### src/rtl/qbs_pkg.sv
`timescale 1ns/1ps
package qbs_pkg;
  // Shape of one instruction frame; fixed by the target's protocol.
  localparam int unsigned QBS_NUM_BYTES  = 4;
  localparam int unsigned QBS_BYTE_W     = 8;
  localparam int unsigned QBS_FRAME_BITS = QBS_NUM_BYTES * QBS_BYTE_W;
  localparam int unsigned QBS_BIT_W      = $clog2(QBS_FRAME_BITS);

  typedef enum logic [1:0] {
    ST_IDLE = 2'd0,
    ST_LOW  = 2'd1,
    ST_HIGH = 2'd2
  } qbs_state_e;
endpackage

### src/rtl/qbs_phase_timer.sv
`timescale 1ns/1ps
module qbs_phase_timer #(
  parameter int unsigned HALF_CYC = 600
) (
  input  logic clk,
  input  logic rst_n,
  input  logic run,
  input  logic restart,
  output logic phase_end
);
  localparam int unsigned CW = (HALF_CYC > 2) ? $clog2(HALF_CYC) : 1;
  localparam logic [CW-1:0] LAST = CW'(HALF_CYC - 1);

  logic [CW-1:0] cnt;

  assign phase_end = run && (cnt == LAST);

  always_ff @(posedge clk or negedge rst_n) begin
    if (!rst_n) begin
      cnt <= '0;
    end else if (restart || phase_end) begin
      cnt <= '0;
    end else if (run) begin
      cnt <= cnt + 1'b1;
    end
  end
endmodule

### src/rtl/qbs_sequencer.sv
`timescale 1ns/1ps
module qbs_sequencer
  import qbs_pkg::*;
(
  input  logic clk,
  input  logic rst_n,
  input  logic cmd_go,
  input  logic pulse_go,
  input  logic phase_end,
  output logic run,
  output logic sck,
  output logic frame_on,
  output logic rise_stb,
  output logic fall_stb,
  output logic done_stb
);
  localparam logic [QBS_BIT_W-1:0] LAST_BIT = QBS_BIT_W'(QBS_FRAME_BITS - 1);

  qbs_state_e           state;
  logic [QBS_BIT_W-1:0] bit_idx;
  logic                 pulse_mode;
  logic                 last_bit;
  logic                 high_end;

  assign last_bit = pulse_mode || (bit_idx == LAST_BIT);
  assign high_end = (state == ST_HIGH) && phase_end;
  assign rise_stb = (state == ST_LOW) && phase_end;
  assign fall_stb = high_end && !last_bit;
  assign done_stb = high_end && last_bit && !pulse_mode;
  assign run      = (state != ST_IDLE);
  assign sck      = (state == ST_HIGH);
  assign frame_on = run && !pulse_mode;

  always_ff @(posedge clk or negedge rst_n) begin
    if (!rst_n) begin
      state      <= ST_IDLE;
      bit_idx    <= '0;
      pulse_mode <= 1'b0;
    end else begin
      unique case (state)
        ST_IDLE: begin
          if (cmd_go) begin
            state      <= ST_LOW;
            bit_idx    <= '0;
            pulse_mode <= 1'b0;
          end else if (pulse_go) begin
            state      <= ST_LOW;
            bit_idx    <= '0;
            pulse_mode <= 1'b1;
          end
        end
        ST_LOW: begin
          if (phase_end) state <= ST_HIGH;
        end
        ST_HIGH: begin
          if (phase_end) begin
            if (last_bit) begin
              state      <= ST_IDLE;
              pulse_mode <= 1'b0;
            end else begin
              state   <= ST_LOW;
              bit_idx <= bit_idx + 1'b1;
            end
          end
        end
        default: state <= ST_IDLE;
      endcase
    end
  end
endmodule

### src/rtl/qbs_shift_unit.sv
`timescale 1ns/1ps
module qbs_shift_unit
  import qbs_pkg::*;
(
  input  logic                                    clk,
  input  logic                                    rst_n,
  input  logic                                    load,
  input  logic [QBS_FRAME_BITS-1:0]               tx_word,
  input  logic                                    frame_on,
  input  logic                                    rise_stb,
  input  logic                                    fall_stb,
  input  logic                                    miso,
  output logic                                    mosi,
  output logic [QBS_NUM_BYTES-1:0][QBS_BYTE_W-1:0] rx_bytes
);
  logic [QBS_FRAME_BITS-1:0] tx_sr;
  logic [QBS_FRAME_BITS-1:0] rx_sr;

  always_ff @(posedge clk or negedge rst_n) begin
    if (!rst_n) begin
      tx_sr <= '0;
    end else if (load) begin
      tx_sr <= tx_word;
    end else if (fall_stb) begin
      tx_sr <= {tx_sr[QBS_FRAME_BITS-2:0], 1'b0};
    end
  end

  always_ff @(posedge clk or negedge rst_n) begin
    if (!rst_n) begin
      rx_sr <= '0;
    end else if (rise_stb && frame_on) begin
      rx_sr <= {rx_sr[QBS_FRAME_BITS-2:0], miso};
    end
  end

  assign mosi = frame_on && tx_sr[QBS_FRAME_BITS-1];

  // Slot 0 holds the earliest byte, i.e. the top of the shift register.
  for (genvar k = 0; k < QBS_NUM_BYTES; k++) begin : g_slot
    assign rx_bytes[k] = rx_sr[QBS_FRAME_BITS-1-k*QBS_BYTE_W -: QBS_BYTE_W];
  end
endmodule

### src/rtl/quad_byte_shifter.sv
`timescale 1ns/1ps
module quad_byte_shifter
  import qbs_pkg::*;
#(
  parameter int unsigned HALF_CYC = 600
) (
  input  logic                      clk,
  input  logic                      rst_n,
  input  logic                      cmd_valid,
  output logic                      cmd_ready,
  input  logic [QBS_FRAME_BITS-1:0] cmd_data,
  input  logic                      pulse_req,
  output logic                      busy,
  output logic                      rsp_valid,
  input  logic                      rsp_ready,
  output logic [QBS_BYTE_W-1:0]     rsp_slot0,
  output logic [QBS_BYTE_W-1:0]     rsp_slot1,
  output logic [QBS_BYTE_W-1:0]     rsp_slot2,
  output logic [QBS_BYTE_W-1:0]     rsp_slot3,
  output logic                      sck,
  output logic                      mosi,
  input  logic                      miso
);
  logic cmd_go, pulse_go, run, phase_end, frame_on;
  logic rise_stb, fall_stb, done_stb;
  logic [QBS_NUM_BYTES-1:0][QBS_BYTE_W-1:0] rx_bytes;

  assign busy      = run;
  assign cmd_ready = !run && !rsp_valid;
  assign cmd_go    = cmd_valid && cmd_ready;
  assign pulse_go  = pulse_req && !run && !cmd_go;

  qbs_phase_timer #(.HALF_CYC(HALF_CYC)) timer_i (
    .clk       (clk),
    .rst_n     (rst_n),
    .run       (run),
    .restart   (cmd_go || pulse_go),
    .phase_end (phase_end)
  );

  qbs_sequencer seq_i (
    .clk       (clk),
    .rst_n     (rst_n),
    .cmd_go    (cmd_go),
    .pulse_go  (pulse_go),
    .phase_end (phase_end),
    .run       (run),
    .sck       (sck),
    .frame_on  (frame_on),
    .rise_stb  (rise_stb),
    .fall_stb  (fall_stb),
    .done_stb  (done_stb)
  );

  qbs_shift_unit shift_i (
    .clk      (clk),
    .rst_n    (rst_n),
    .load     (cmd_go),
    .tx_word  (cmd_data),
    .frame_on (frame_on),
    .rise_stb (rise_stb),
    .fall_stb (fall_stb),
    .miso     (miso),
    .mosi     (mosi),
    .rx_bytes (rx_bytes)
  );

  always_ff @(posedge clk or negedge rst_n) begin
    if (!rst_n) begin
      rsp_valid <= 1'b0;
    end else if (done_stb) begin
      rsp_valid <= 1'b1;
    end else if (rsp_valid && rsp_ready) begin
      rsp_valid <= 1'b0;
    end
  end

  assign rsp_slot0 = rx_bytes[0];
  assign rsp_slot1 = rx_bytes[1];
  assign rsp_slot2 = rx_bytes[2];
  assign rsp_slot3 = rx_bytes[3];
endmodule

### config.mk
export PLATFORM = sky130hd
export DESIGN_NAME = quad_byte_shifter
export DESIGN_NICKNAME = d
export VERILOG_FILES = /design/src/rtl/qbs_pkg.sv /design/src/rtl/qbs_phase_timer.sv /design/src/rtl/qbs_sequencer.sv /design/src/rtl/qbs_shift_unit.sv /design/src/rtl/quad_byte_shifter.sv
export SDC_FILE = /design/constraint.sdc
export NUM_CORES = 1
export LEC_CHECK = 0
export CAP_MARGIN = 30
export CORE_MARGIN = 3
export CORE_UTILIZATION = 63
export DETAILED_ROUTE_END_ITERATION = 8
export DONT_BUFFER_PORTS = 1
export GPL_TIMING_DRIVEN = 0
export HOLD_SLACK_MARGIN = 0.15
export MAX_ROUTING_LAYER = met4
export PLACE_DENSITY_LB_ADDON = 0.1
export SETUP_SLACK_MARGIN = 0.15
export SLEW_MARGIN = 10
export SYNTH_ARGS = -nofsm -noshare
export SYNTH_HDL_FRONTEND = slang
export SYNTH_HIERARCHICAL = 1
export SYNTH_SLANG_ARGS = --single-unit
### constraint.sdc
create_clock -name clk -period 3 [get_ports clk]
set_input_delay 0.9 -clock clk [delete_from_list [all_inputs] [get_ports clk]]
set_output_delay 0.9 -clock clk [all_outputs]
set_load 0.05 [all_outputs]
After elaboration in Yosys (flattened, before gate mapping):

Cells that the tools add are included.

* input bits: 38
* output and inout bits: 37
* register bits after elaboration: 83
* logic and storage cells: 71

* add/sub/neg operators: 2
* equal/unequal tests: 9
* reduce and logical (&&, ||, !) cells: 31
* mux-type cells: 22

Operator list (count)
* 2-to-1 mux 32 bit: 2
* 2-to-1 mux 10 bit: 2
* 2-to-1 mux 5 bit: 4
* logical AND 1 bit: 14
* adder 10 x 1 -> 10 bit, second input constant: 1
* == test 10 bit, second input constant: 1
* one-hot mux 5 bit (2 select lines): 1
* nonzero test 2 bit: 5
* 2-to-1 mux 2 bit: 4
* AND reduction 4 bit: 2
* 2-to-1 mux 1 bit: 7
* != test 2 x 1 -> 1 bit, second input constant: 3
* one-hot mux 2 bit (3 select lines): 1
* adder 5 x 1 -> 5 bit, second input constant: 1
* == test 5 bit, second input constant: 1
* zero test 1 bit: 5
* logical OR 1 bit: 3
* != test 3 bit, second input constant: 1
* AND reduction 3 bit: 1
* == test 2 x 1 -> 1 bit, second input constant: 1
* == test 2 bit, second input constant: 1
* zero test 2 bit: 1
* != test 2 bit, second input constant: 1
* one-hot mux 1 bit (2 select lines): 1

Depth between registers and ports, before layout:

Gate-level depths: netlist (run 1).

* depth after elaboration: 9
* depth in mapped cells: 10
* gate-level depth less buffers: 7

Hierarchy:

The synthesis (run 1) kept the hierarchy.

By module, submodules not included
* qbs_shift_unit: cells each 208, instances 1, sequential area each 1601.5 um2, area an instance 2832.7 um2
* qbs_phase_timer: cells each 53, instances 1, sequential area each 250.2 um2, area an instance 546.8 um2
* qbs_sequencer: cells each 44, instances 1, sequential area each 200.2 um2, area an instance 476.7 um2
* quad_byte_shifter: cells each 8, instances 1, sequential area each 25.0 um2, area an instance 80.1 um2

Worst setup path after synthesis (run 1):

OpenSTA, ideal clock, no wires.

* path type: reg-to-reg
* start: register seq_i.state[0]
* end: register seq_i.bit_idx[3]
* setup slack: 0.512 ns
* stages on the path, launching flop included: 8
* buffers on the path: 0
* setup time: 0.126 ns
* arrival: 2.362 ns
* data required time: 2.874 ns
* clock period less this slack: 2.488 ns
* cells stage by stage: dfrtp_1 > or2_2 > nor2_2 > and2_1 > nor3_2 > nor3_4 > nand2_2 > a221o_1

* longest elaborated chain between the ends: 8
* elaborated cells on any way between the ends: 17
* classes of those cells: eq/ne (4); mux (2); reduce/logical (11)

RTL lines
* from (decl): line qbs_sequencer.sv:19 `qbs_state_e state;`
* from (signal assigned): line qbs_sequencer.sv:36 `state <= ST_IDLE;`
* from (signal assigned): line qbs_sequencer.sv:43 `state <= ST_LOW;`
* from (signal assigned): line qbs_sequencer.sv:47 `state <= ST_LOW;`
* nonzero test 2 bit *: line qbs_sequencer.sv:30 `assign run = (state != ST_IDLE);`
* net busy: line quad_byte_shifter.sv:13 `output logic busy,`
* zero test 1 bit *: line quad_byte_shifter.sv:29 `assign cmd_ready = !run && !rsp_valid;`
* logical AND 1 bit *: line quad_byte_shifter.sv:29
* net cmd_ready: line quad_byte_shifter.sv:10 `output logic cmd_ready,`
* logical AND 1 bit *: line quad_byte_shifter.sv:30 `assign cmd_go = cmd_valid && cmd_ready;`
* net cmd_go: line quad_byte_shifter.sv:24 `logic cmd_go, pulse_go, run, phase_end, frame_on;`
* zero test 1 bit: line quad_byte_shifter.sv:31 `assign pulse_go = pulse_req && !run && !cmd_go;`
* logical AND 1 bit: line quad_byte_shifter.sv:31
* != test 3 bit (no line)
* AND reduction 4 bit (no line)
* to (signal assigned): line qbs_sequencer.sv:62 `bit_idx <= bit_idx + 1'b1;`
* to (decl): line qbs_sequencer.sv:20 `logic [QBS_BIT_W-1:0] bit_idx;`

Mark *: on every way through the listed nets, which the timed path passes. The rest lies on a longest branch.
A chain may end at the register's enable or synchronous reset.

Worst setup path after layout (run 1):

* start: register seq_i.state[1]
* end: output port mosi

* longest elaborated chain between the ends: 3

RTL lines
* nonzero test 2 bit: line qbs_sequencer.sv:30
* net busy: line quad_byte_shifter.sv:13
* logical AND 1 bit: line qbs_sequencer.sv:32 `assign frame_on = run && !pulse_mode;`
* net frame_on: line quad_byte_shifter.sv:24
* logical AND 1 bit: line qbs_shift_unit.sv:37 `assign mosi = frame_on && tx_sr[QBS_FRAME_BITS-1];`
* to (decl): line quad_byte_shifter.sv:21 `output logic mosi,`

The timed path passes the listed nets, and every way through them passes these cells.

==> impl_summary.txt, run 1 <==
----------------------------------------------------
[Outcome]
  Status ... finished, final reports clean

[Synth]
  Ys flop type ... sky130_fd_sc_hd__dfrtp_1
  Most frequent cell after synthesis ... sky130_fd_sc_hd__dfrtp_1
  Mapped Avg Cell Area ... 12.6 um^2
  Area of the mapped netlist ... 3940 um^2
  Post-synth EDFFs ... 0
  Area leader, netlist ... sky130_fd_sc_hd__dfrtp_1
  Fraction of post-synthesis cell area in the top cell type by area ... 0.528
  FFs w/ async S/R, synth ... 1.00
  Count of mapped cells out of synthesis ... 313
  Most area-consuming cells after synthesis ... sky130_fd_sc_hd__dfrtp_1 (53%), sky130_fd_sc_hd__mux2_4 (11%), sky130_fd_sc_hd__mux2i_1 (8.1%), sky130_fd_sc_hd__o21ai_0 (4.8%), sky130_fd_sc_hd__nand2_1 (3.3%)
  Number of unique standard cell types used by synthesis ... 50
  Commonest cells post-synth ... sky130_fd_sc_hd__dfrtp_1 (83), sky130_fd_sc_hd__o21ai_0 (38), sky130_fd_sc_hd__nand2_1 (35), sky130_fd_sc_hd__mux2i_1 (32), sky130_fd_sc_hd__mux2_4 (30)
  Register area share after synthesis ... 0.528
  Yosys Warn Count ... 6
  Post-synth net total ... 354
  Synth Register Bits ... 83

[Worst setup path]
  CP cell instances ... or2_4, nor2b_1, and2_2
  Maximum net fanout on the critical path ... 8
  Startpoint types ... flop
  Crit Path Category ... flop to primary output
  Worst setup path start ... seq_i/state[1]
  Biggest cell delay along the critical path ... 480 ps
  Worst path top cell family by delay ... simple AND/OR/NAND/NOR gates
  Worst endpoint required time ... 2100 ps
  Reg-to-Reg Start ... seq_i/state[1]
  Data arrival time at the worst-slack endpoint ... 1800 ps
  Critical path buffer and inverter count ... 0
  Slowest cell on the critical path ... sky130_fd_sc_hd__dfrtp_1
  Sort of element at the end of the critical path ... primary output

[Run]
  # Max-Cap Violations ... 0

[Cells and area]
  Final core area utilization ... 0.706
  Total Nets Final ... 365
  Post-route insts no fill ... 404
  Area grow syn2layout ... 7.37%
  Fraction of final layout cells sized beyond drive strength 1 ... 0.252
  Diode count ... 0
  Area of all placed cells without fillers ... 4230 um^2

[Floorplanning]
  Die Y-Extent ... 85.0 um
  Count of standard-cell rows ... 28
  Floorplan core area ... 5990 um^2
  Die X-Extent ... 85.0 um
  Initial cell density of the core ... 0.657
  I/O pins ... 75
  Die outline area ... 7230 um^2

[Clock network]
  CTS buffer count ... 9
  Number of levels in the clock H-tree ... 3
  Buffers from clock root to sink, at most ... 2
  TritonCTS clock tree ... yes
  Post-cts hold buffer count ... 0
  Post-CTS setup buffer count ... 0
  Clock transition at the registers of the reported paths ... 80 ps
  Latest clock arrival within the worst-skew pair ... 340 ps
  CTS Root Cell ... sky130_fd_sc_hd__clkbuf_8
  Clock sink total ... 83
  # resized after CTS ... 1

[Place]
  Number of cells after detailed placement ... 388
  Port-buffer cells ... 0
  Placer congestion estimate ... 0.814
  Dpl cell area ... 4030 um^2
  HPWL reported at the end of detailed placement ... 4930 um

[Detailed routing]
  DRC violations left ... 0
  Detailed-routing iteration count for the pre-antenna-repair pass ... 4
  Routed wire length on met3 ... 454 um
  Routed length on met2 ... 3420 um
  Routed length per placed instance ... 17.6 um
  Count of vias placed by the detailed router ... 2,370
  Detailed-route wire length on metal 1 ... 3150 um
  Top Metal Used ... met4
  Antenna Nets Post-Route ... 0
  Final routed wirelength across all metal layers ... 7110 um
  Detail-routed via count per cell ... 5.87
  Initial DRC Count ... 109

[Timing]
  Max Freq ... 371 MHz
  Min Hold Slack ... 253 ps
  Setup repair after global routing missed its margin ... false
  Total negative slack ... 0 ps
  Post-route fraction of the period consumed by the critical path ... 0.900
  Post-route minimum period ... 2700 ps
  Worst-case headroom to the max-slew limit ... 0.567
  Transition at the pin with the smallest max-transition slack ... 646 ps
  Skew final ... 10.4 ps
  Number of failing setup endpoints in the final timing report ... 0
  Max-slew violation count ... 0
  Final-report hold violation count ... 0

[Global routing]
  Number of global-route vias before repair ... 2,435
  First-pass GRT wire length ... 12,000 um
  Global-route total usage across every layer ... 0.216
  Global route total overflow ... 0
  Maximum number of pins on one net before global-route repair ... 84
  Antenna violations before repair ... 0

[Pwr]
  Int Pwr ... 1.99 mW
  Peak supply drop ... 383 uV
  Clock share of power ... 0.251
  Sw Ratio ... 0.324
  Cell Pwr Density ... 695 nW/um^2
  Switching power ... 0.950 mW
  Sequential cell fraction of total power ... 0.533
  Gate power share ... 0.216
  Leakage power of the design ... 1.94 nW

[Worst hold path]
  Hold/Removal Path Class ... input port to async pin

----------------------------------------------------
-- flip-flops by register name, indices dropped and copies added (netlist names) --
signal / flops
seq_i/pulse_mode: 1
timer_i/cnt: 10
shift_i/rx_sr: 32
rsp_valid: 1
shift_i/tx_sr: 32
seq_i/bit_idx: 5
seq_i/state: 2
-- cell families (layout without fill, tap and decap cells) --
family / after synthesis / in the layout / share of synthesized area
xor+xnor: 4 / 4 / 0.00890
mux: 65 / 65 / 0.204
compound gates: 54 / 54 / 0.0814
buf+inv: 20 / 36 / 0.0448
simple gates: 84 / 84 / 0.123
fa+ha+maj: 3 / 3 / 0.00954
flops: 83 / 83 / 0.528
-- metal layers --
| layer | vias up | GRT usage |
|---|---|---|
| li1 | 1118 | - |
| met2 | 62 | 0.321 |
| met5 | - | - |
| met4 | 0 | 0.0705 |
| met1 | 1182 | 0.298 |
| met3 | 8 | 0.0476 |
-- layout make-up --
class | count | area (um^2)
well taps | 75 | 93.8
flip-flops and latches | 83 | 2080
inverters | 4 | 15.0
fillers | 454 | 1760
plain buffers | 16 | 161
clock buffers | 11 | 151
multi-input cells | 210 | 1690
clock inverters | 5 | 37.5
-- worst paths after layout --
check	endpoint	cells past startpoint	slack (ps)
worst max-delay path	mosi	3	300
worst min register to register	seq_i/bit_idx[4]	1	530
worst min-delay path	seq_i/bit_idx[4]	0	250
max in group asynchronous	timer_i/cnt[3]	0	2630
worst max register to register	seq_i/bit_idx[3]	8	390
min in group clk	seq_i/bit_idx[4]	1	530
-- cell usage in the layout (no fill, tap or decap), types with 3 or more instances in the layout --
| cell | instances |
|---|---|
| sky130_fd_sc_hd__inv_1 | 4 |
| sky130_fd_sc_hd__clkbuf_8 | 11 |
| sky130_fd_sc_hd__nor2b_1 | 3 |
| sky130_fd_sc_hd__nor3_2 | 3 |
| sky130_fd_sc_hd__nand3_1 | 3 |
| sky130_fd_sc_hd__ha_1 | 3 |
| sky130_fd_sc_hd__or3_1 | 4 |
| sky130_fd_sc_hd__nand2_1 | 35 |
| sky130_fd_sc_hd__xor2_1 | 3 |
| sky130_fd_sc_hd__nor2_1 | 9 |
| sky130_fd_sc_hd__buf_2 | 3 |
| sky130_fd_sc_hd__mux2_2 | 3 |
| sky130_fd_sc_hd__nand4_1 | 3 |
| sky130_fd_sc_hd__mux2i_1 | 32 |
| sky130_fd_sc_hd__buf_8 | 3 |
| sky130_fd_sc_hd__a21oi_1 | 6 |
| sky130_fd_sc_hd__clkbuf_1 | 4 |
| sky130_fd_sc_hd__buf_12 | 3 |
| sky130_fd_sc_hd__mux2_4 | 30 |
| sky130_fd_sc_hd__dfrtp_1 | 83 |
| sky130_fd_sc_hd__o21ai_0 | 38 |
-- worst register-to-register path: stages (launching register included) --
cell and delay, ps:
sky130_fd_sc_hd__dfrtp_1 480, sky130_fd_sc_hd__or2_4 310, sky130_fd_sc_hd__buf_4 210, sky130_fd_sc_hd__nand3_2 130
sky130_fd_sc_hd__nor3_2 350, sky130_fd_sc_hd__and2b_2 290, sky130_fd_sc_hd__nor3_4 230, sky130_fd_sc_hd__nand2_2 130
sky130_fd_sc_hd__a221o_1 360
-- through the flow --
stage               setup WS (ps)  power, mW
finish                        301       2.94
global route                  197       3.14
CTS                           256       2.96
detailed placement            164       2.22
global placement              217       2.17
floorplan                     512       2.06
-- power by group through the flow --
stage | sequential (mW) | combinational, mW | clock (mW)
2_1_floorplan | 1.54 | 0.528 | 0
3_3_place_gp | 1.57 | 0.604 | 0
3_5_place_dp | 1.59 | 0.632 | 0
4_1_cts | 1.56 | 0.641 | 0.755
5_1_grt | 1.61 | 0.722 | 0.808
6_report | 1.56 | 0.634 | 0.737
No activity file was read; power rests on OpenSTA's default activity.
==> inputs of run 2 (changes only) <==
- RECOVER_POWER: not set -> 100
==> run 2 against run 1 <==
  * Worst setup slack worse by 59 ps
  * Sequential share of layout area is 1.4 points higher
  * Critical endpoint is now shift_i/rx_sr[9]
  * Combinational power is 3% lower
  * Clock skew is 2.1 ps higher
  * Sequential power hardly changed
  * Count of clock-buffer cells in the layout stayed put
  * Final cell count stayed put
  * Global-route usage stayed put
  * Worst hold slack hardly changed
  * Core utilization is 1.9 points lower
  * Power is 0.44% lower
  * Maximum frequency is 2.1% lower
==> impl_summary.txt, run 2 (synthesis results as in run 1) <==
----------------------------------------------------
[Timing]
  Setup repair after global routing missed its margin ... false
  Post-route fraction of the period consumed by the critical path ... 0.919
  Number of failing setup endpoints in the final timing report ... 0
  Total negative slack ... 0 ps
  Max Freq ... 363 MHz
  Transition at the pin with the smallest max-transition slack ... 1100 ps
  Skew final ... 12.5 ps
  Post-route minimum period ... 2760 ps
  Worst-case headroom to the max-slew limit ... 0.263
  Final-report hold violation count ... 0
  Max-slew violation count ... 0
  Min Hold Slack ... 253 ps

[Floorplanning]
  I/O pins ... 75
  Die Y-Extent ... 85.0 um
  Initial cell density of the core ... 0.657
  Die outline area ... 7230 um^2
  Floorplan core area ... 5990 um^2
  Die X-Extent ... 85.0 um
  Count of standard-cell rows ... 28

[Clock network]
  Latest clock arrival within the worst-skew pair ... 340 ps
  Clock transition at the registers of the reported paths ... 90 ps
  CTS buffer count ... 9
  Buffers from clock root to sink, at most ... 2
  Post-CTS setup buffer count ... 0
  Number of levels in the clock H-tree ... 3
  TritonCTS clock tree ... yes
  CTS Root Cell ... sky130_fd_sc_hd__clkbuf_8
  Post-cts hold buffer count ... 0
  Clock sink total ... 83

[Cells and area]
  Area grow syn2layout ... 4.42%
  Top flop regs ... shift_i/rx_sr (32), shift_i/tx_sr (32), timer_i/cnt (10)
  Area taken by multi-input logic gates ... 1570 um^2
  Reg area ... 2080 um^2
  Most used cells in the layout excluding fill and tap cells ... sky130_fd_sc_hd__dfrtp_1 (83), sky130_fd_sc_hd__o21ai_0 (38), sky130_fd_sc_hd__nand2_1 (36)
  Commonest non-fill, non-tap cell in the layout ... sky130_fd_sc_hd__dfrtp_1
  Filler cell count ... 486
  Fraction of final layout cells sized beyond drive strength 1 ... 0.164
  Total Nets Final ... 365
  Post-route insts no fill ... 404
  Area of all placed cells without fillers ... 4110 um^2
  Diode count ... 0

[Place]
  Port-buffer cells ... 0
  HPWL reported at the end of detailed placement ... 4930 um
  Dpl cell area ... 4030 um^2
  Number of cells after detailed placement ... 388
  Placer congestion estimate ... 0.814

[Detailed routing]
  Initial DRC Count ... 134
  Detailed-routing iteration count for the pre-antenna-repair pass ... 4
  Routed length per placed instance ... 17.5 um
  Final routed wirelength across all metal layers ... 7060 um
  DRC violations left ... 0
  Count of vias placed by the detailed router ... 2,366
  Detail-routed via count per cell ... 5.86
  Antenna Nets Post-Route ... 0

[Worst setup path]
  Maximum net fanout on the critical path ... 10
  Sort of element at the end of the critical path ... flop
  Slowest cell on the critical path ... sky130_fd_sc_hd__dfrtp_1
  Data arrival time at the worst-slack endpoint ... 2980 ps
  Crit Path Category ... flop to flop
  Startpoint types ... flop
  Biggest cell delay along the critical path ... 480 ps
  Critical path buffer and inverter count ... 3
  CP cell instances ... or2_4, buf_4, nand3_1, nor3_2, inv_1, nor3_1, nand2_4, buf_12, mux2_1
  Worst path top cell family by delay ... simple AND/OR/NAND/NOR gates
  Worst endpoint required time ... 3220 ps

[Pwr]
  Peak supply drop ... 387 uV
  Leakage power of the design ... 1.87 nW
  Cell Pwr Density ... 711 nW/um^2

[Global routing]
  Number of global-route vias before repair ... 2,435
  Antenna violations before repair ... 0
  First-pass GRT wire length ... 12,000 um
  Global-route total usage across every layer ... 0.216
  Global route total overflow ... 0
  Maximum number of pins on one net before global-route repair ... 84

[Outcome]
  Status ... finished, final reports clean

[Worst hold path]
  Hold/Removal Path Class ... input port to async pin

[Run]
  # Max-Cap Violations ... 0

----------------------------------------------------
-- run 2: cell counts in the layout (fill, tap and decap cells not counted) --
No cell type changed its count.
-- run 2: final timing paths --
kind / from / end / slack, ps / depth (start not counted)
worst max-delay path: seq_i/state[0] / shift_i/rx_sr[9] / 240 / 9
max in group asynchronous: rst_n / timer_i/cnt[5] / 2630 / 0
min in group clk: seq_i/bit_idx[4] / seq_i/bit_idx[4] / 530 / 1
worst min-delay path: rst_n / shift_i/rx_sr[31] / 250 / 0
worst min register to register: seq_i/bit_idx[4] / seq_i/bit_idx[4] / 530 / 1
worst max register to register: seq_i/state[0] / shift_i/rx_sr[9] / 240 / 9
-- run 2: layout make-up --
class | count | area share
flip-flops and latches | 83 | 0.505
multi-input cells | 210 | 0.383
plain buffers | 16 | 0.0393
clock buffers | 11 | 0.0368
well taps | 75 | 0.0228
clock inverters | 5 | 0.00913
inverters | 4 | 0.00365
-- run 2: metal layers --
layer  vias to the layer above  part of all wire  track usage
met2                        57              0.48        0.321
met3                         8             0.059       0.0476
met4                         0             0.012       0.0705
li1                       1119                 -            -
met5                         -                 0            -
met1                      1182              0.45        0.298
-- run 2: report_power, final --
group          switching (mW)  internal, mW
registers               0.183          1.38
clock network           0.394         0.348
logic                   0.365         0.252
-- run 2: repair_timing --
item / in CTS / in global routing
cloned: 0 / 0
endpoints found under the setup margin: 3 / 21
resized for setup: 1 / 1
-- run 2: through the flow --
step                setup WS (ps)  total power, mW  utilization
global placement              217             2.17        0.673
floorplan                     512             2.06            -
global route                  103             3.12        0.686
finish                        243             2.92        0.686
CTS                           256             2.96        0.705
detailed placement            164             2.22        0.673
==> inputs of run 3 (changes only) <==
- CORE_MARGIN: 3 -> not set
==> run 3 against run 2 <==
  * Count of clock-buffer cells in the layout unchanged
  * Sequential power about the same
  * Clock skew decreased by 2.5 ps
  * Combinational power about the same
  * Core utilization decreased by 1.1 points
  * Via count decreased by 0.89%
  * Worst setup slack improved by 30 ps
  * Worst hold slack got worse by 22 ps
  * Final area decreased by 1.6%
  * Final cell count decreased by 0.25%
  * Routed wire length decreased by 0.17%
  * Largest cell class unchanged
==> impl_summary.txt, run 3 (synthesis results as in run 1) <==
----------------------------------------------------
[Cells and area]
  Fraction of final layout cells sized beyond drive strength 1 ... 0.155
  Diode count ... 0
  Top flop regs ... shift_i/rx_sr (32), shift_i/tx_sr (32), timer_i/cnt (10)
  Reg area ... 2080 um^2
  Area taken by multi-input logic gates ... 1570 um^2
  Final core area utilization ... 0.675
  Total Nets Final ... 365
  Filler cell count ... 480
  Post-route insts no fill ... 403
  Area grow syn2layout ... 2.70%
  Commonest non-fill, non-tap cell in the layout ... sky130_fd_sc_hd__dfrtp_1
  Most used cells in the layout excluding fill and tap cells ... sky130_fd_sc_hd__dfrtp_1 (83), sky130_fd_sc_hd__o21ai_0 (38), sky130_fd_sc_hd__nand2_1 (36)

[Pwr]
  Gate power share ... 0.214
  Sw Ratio ... 0.323
  Int Pwr ... 1.95 mW
  Sequential cell fraction of total power ... 0.541
  Power, Total ... 2.88 mW
  Cell Pwr Density ... 713 nW/um^2
  Leakage power of the design ... 1.83 nW
  Clock share of power ... 0.244
  Switching power ... 0.931 mW
  Peak supply drop ... 453 uV

[Worst setup path]
  Worst endpoint required time ... 2100 ps
  Critical path buffer and inverter count ... 0
  Logic depth of the worst path, buffers included ... 3
  Data arrival time at the worst-slack endpoint ... 1830 ps
  Cells on worst reg2reg path ... 9
  Worst path top cell family by delay ... simple AND/OR/NAND/NOR gates
  Slowest cell on the critical path ... sky130_fd_sc_hd__dfrtp_1
  Biggest cell delay along the critical path ... 490 ps
  CP cell instances ... or2_4, nor2b_1, and2_2
  Crit Path Category ... flop to primary output
  Maximum net fanout on the critical path ... 8
  Startpoint types ... flop
  Sort of element at the end of the critical path ... primary output

[Outcome]
  Status ... finished, final reports clean

[Detailed routing]
  Detailed-routing iteration count for the pre-antenna-repair pass ... 4
  DRC violations left ... 0
  Count of vias placed by the detailed router ... 2,345
  Detail-routed via count per cell ... 5.82
  Initial DRC Count ... 137
  Antenna Nets Post-Route ... 0
  Routed length per placed instance ... 17.5 um
  Final routed wirelength across all metal layers ... 7050 um

[Clock network]
  Latest clock arrival within the worst-skew pair ... 350 ps
  TritonCTS clock tree ... yes
  Buffers from clock root to sink, at most ... 2
  CTS buffer count ... 9
  # resized after CTS ... 1
  Post-CTS setup buffer count ... 0
  Number of levels in the clock H-tree ... 3
  CTS Root Cell ... sky130_fd_sc_hd__clkbuf_8
  Clock sink total ... 83
  Clock transition at the registers of the reported paths ... 80 ps
  Post-cts hold buffer count ... 0

[Timing]
  Max-slew violation count ... 0
  Post-route minimum period ... 2730 ps
  Number of failing setup endpoints in the final timing report ... 0
  Final-report hold violation count ... 0
  Worst-case headroom to the max-slew limit ... 0.259
  Transition at the pin with the smallest max-transition slack ... 1110 ps
  Max Freq ... 367 MHz
  Setup repair after global routing missed its margin ... false
  Post-route fraction of the period consumed by the critical path ... 0.909
  Skew final ... 9.98 ps
  Total negative slack ... 0 ps
  Post-route setup slack ... 272 ps

[Floorplanning]
  Floorplan core area ... 5990 um^2
  I/O pins ... 75
  Count of standard-cell rows ... 28
  Die Y-Extent ... 81.0 um
  Initial cell density of the core ... 0.657
  Die X-Extent ... 81.0 um
  Die outline area ... 6570 um^2

[Global routing]
  Met3 routing resource usage after global routing ... 0.0978
  Global route total overflow ... 0
  Maximum number of pins on one net before global-route repair ... 84
  Number of global-route vias before repair ... 2,394
  Global-route total usage across every layer ... 0.242
  Met2 global-route usage ... 0.385
  First-pass GRT wire length ... 11,400 um
  Antenna violations before repair ... 0
  Most Used Layer, Global Route ... met2
  Met1 capacity usage during global routing ... 0.287

[Place]
  Port-buffer cells ... 0
  HPWL reported at the end of detailed placement ... 4810 um
  Number of cells after detailed placement ... 388
  Post-placement worst setup slack ... 143 ps
  Placer congestion estimate ... 0.734

[Worst hold path]
  Hold/Removal Path Class ... input port to async pin

[Run]
  # Max-Cap Violations ... 0

----------------------------------------------------
-- run 3: cell types whose count changed in the layout (fill, tap and decap cells not counted) --
cell	before	now
sky130_fd_sc_hd__nand4_1	3	4
sky130_fd_sc_hd__nand4_2	1	0
sky130_fd_sc_hd__buf_2	3	5
sky130_fd_sc_hd__clkbuf_4	0	1
sky130_fd_sc_hd__clkbuf_1	4	5
sky130_fd_sc_hd__nor3_1	2	1
sky130_fd_sc_hd__mux2_4	7	6
sky130_fd_sc_hd__clkbuf_8	11	10
sky130_fd_sc_hd__mux2_1	23	24
sky130_fd_sc_hd__clkinvlp_4	2	3
sky130_fd_sc_hd__nor3_2	2	3
sky130_fd_sc_hd__buf_12	3	0
sky130_fd_sc_hd__clkinv_4	2	0
-- run 3: power groups by stage --
stage | combinational (mW) | sequential [mW] | clock [mW]
after global routing | 0.706 | 1.59 | 0.769
after floorplan | 0.528 | 1.54 | 0
after detailed placement | 0.631 | 1.59 | 0
after CTS | 0.639 | 1.56 | 0.729
after global placement | 0.604 | 1.57 | 0
final | 0.618 | 1.56 | 0.704
-- run 3: worst register-to-register path, delay by kind of cell, from the launching register on --
kind                   cells  cell delay [ps]
AND/OR/NAND/NOR            5             1170
flip-flops                 1              490
multiplexers               1              360
buffers and inverters      3              540
-- run 3: final timing paths --
kind | from | end | slack (ps)
worst max-delay path | seq_i/state[1] | mosi | 270
worst min-delay path | rst_n | seq_i/bit_idx[4] | 230
worst max register to register | seq_i/state[1] | shift_i/rx_sr[2] | 320
worst min register to register | seq_i/bit_idx[0] | seq_i/bit_idx[0] | 520
max in group asynchronous | rst_n | shift_i/tx_sr[15] | 2630
min in group clk | seq_i/bit_idx[0] | seq_i/bit_idx[0] | 520
-- run 3: metrics by stage --
| step | cell area, um^2 | hold slack (ps) |
|---|---|---|
| after global routing | 4040 | 200 |
| after CTS | 4200 | 216 |
| final | 4040 | 231 |
| after global placement | 4030 | 497 |
| after detailed placement | 4030 | 509 |
| after floorplan | 3940 | 477 |
-- run 3: per-layer routing --
layer | share of wire | vias to the layer above
met2 | 0.49 | 69
li1 | - | 1128
met3 | 0.078 | 6
met5 | 0 | -
met4 | 0.0092 | 0
met1 | 0.43 | 1142
-- run 3: final cells by class --
cell class / count / share of cell area
plain buffers: 16 / 0.0294
flip-flops and latches: 83 / 0.514
inverters: 4 / 0.00371
multi-input cells: 210 / 0.388
clock buffers: 11 / 0.0350
well taps: 75 / 0.0232
clock inverters: 4 / 0.00681
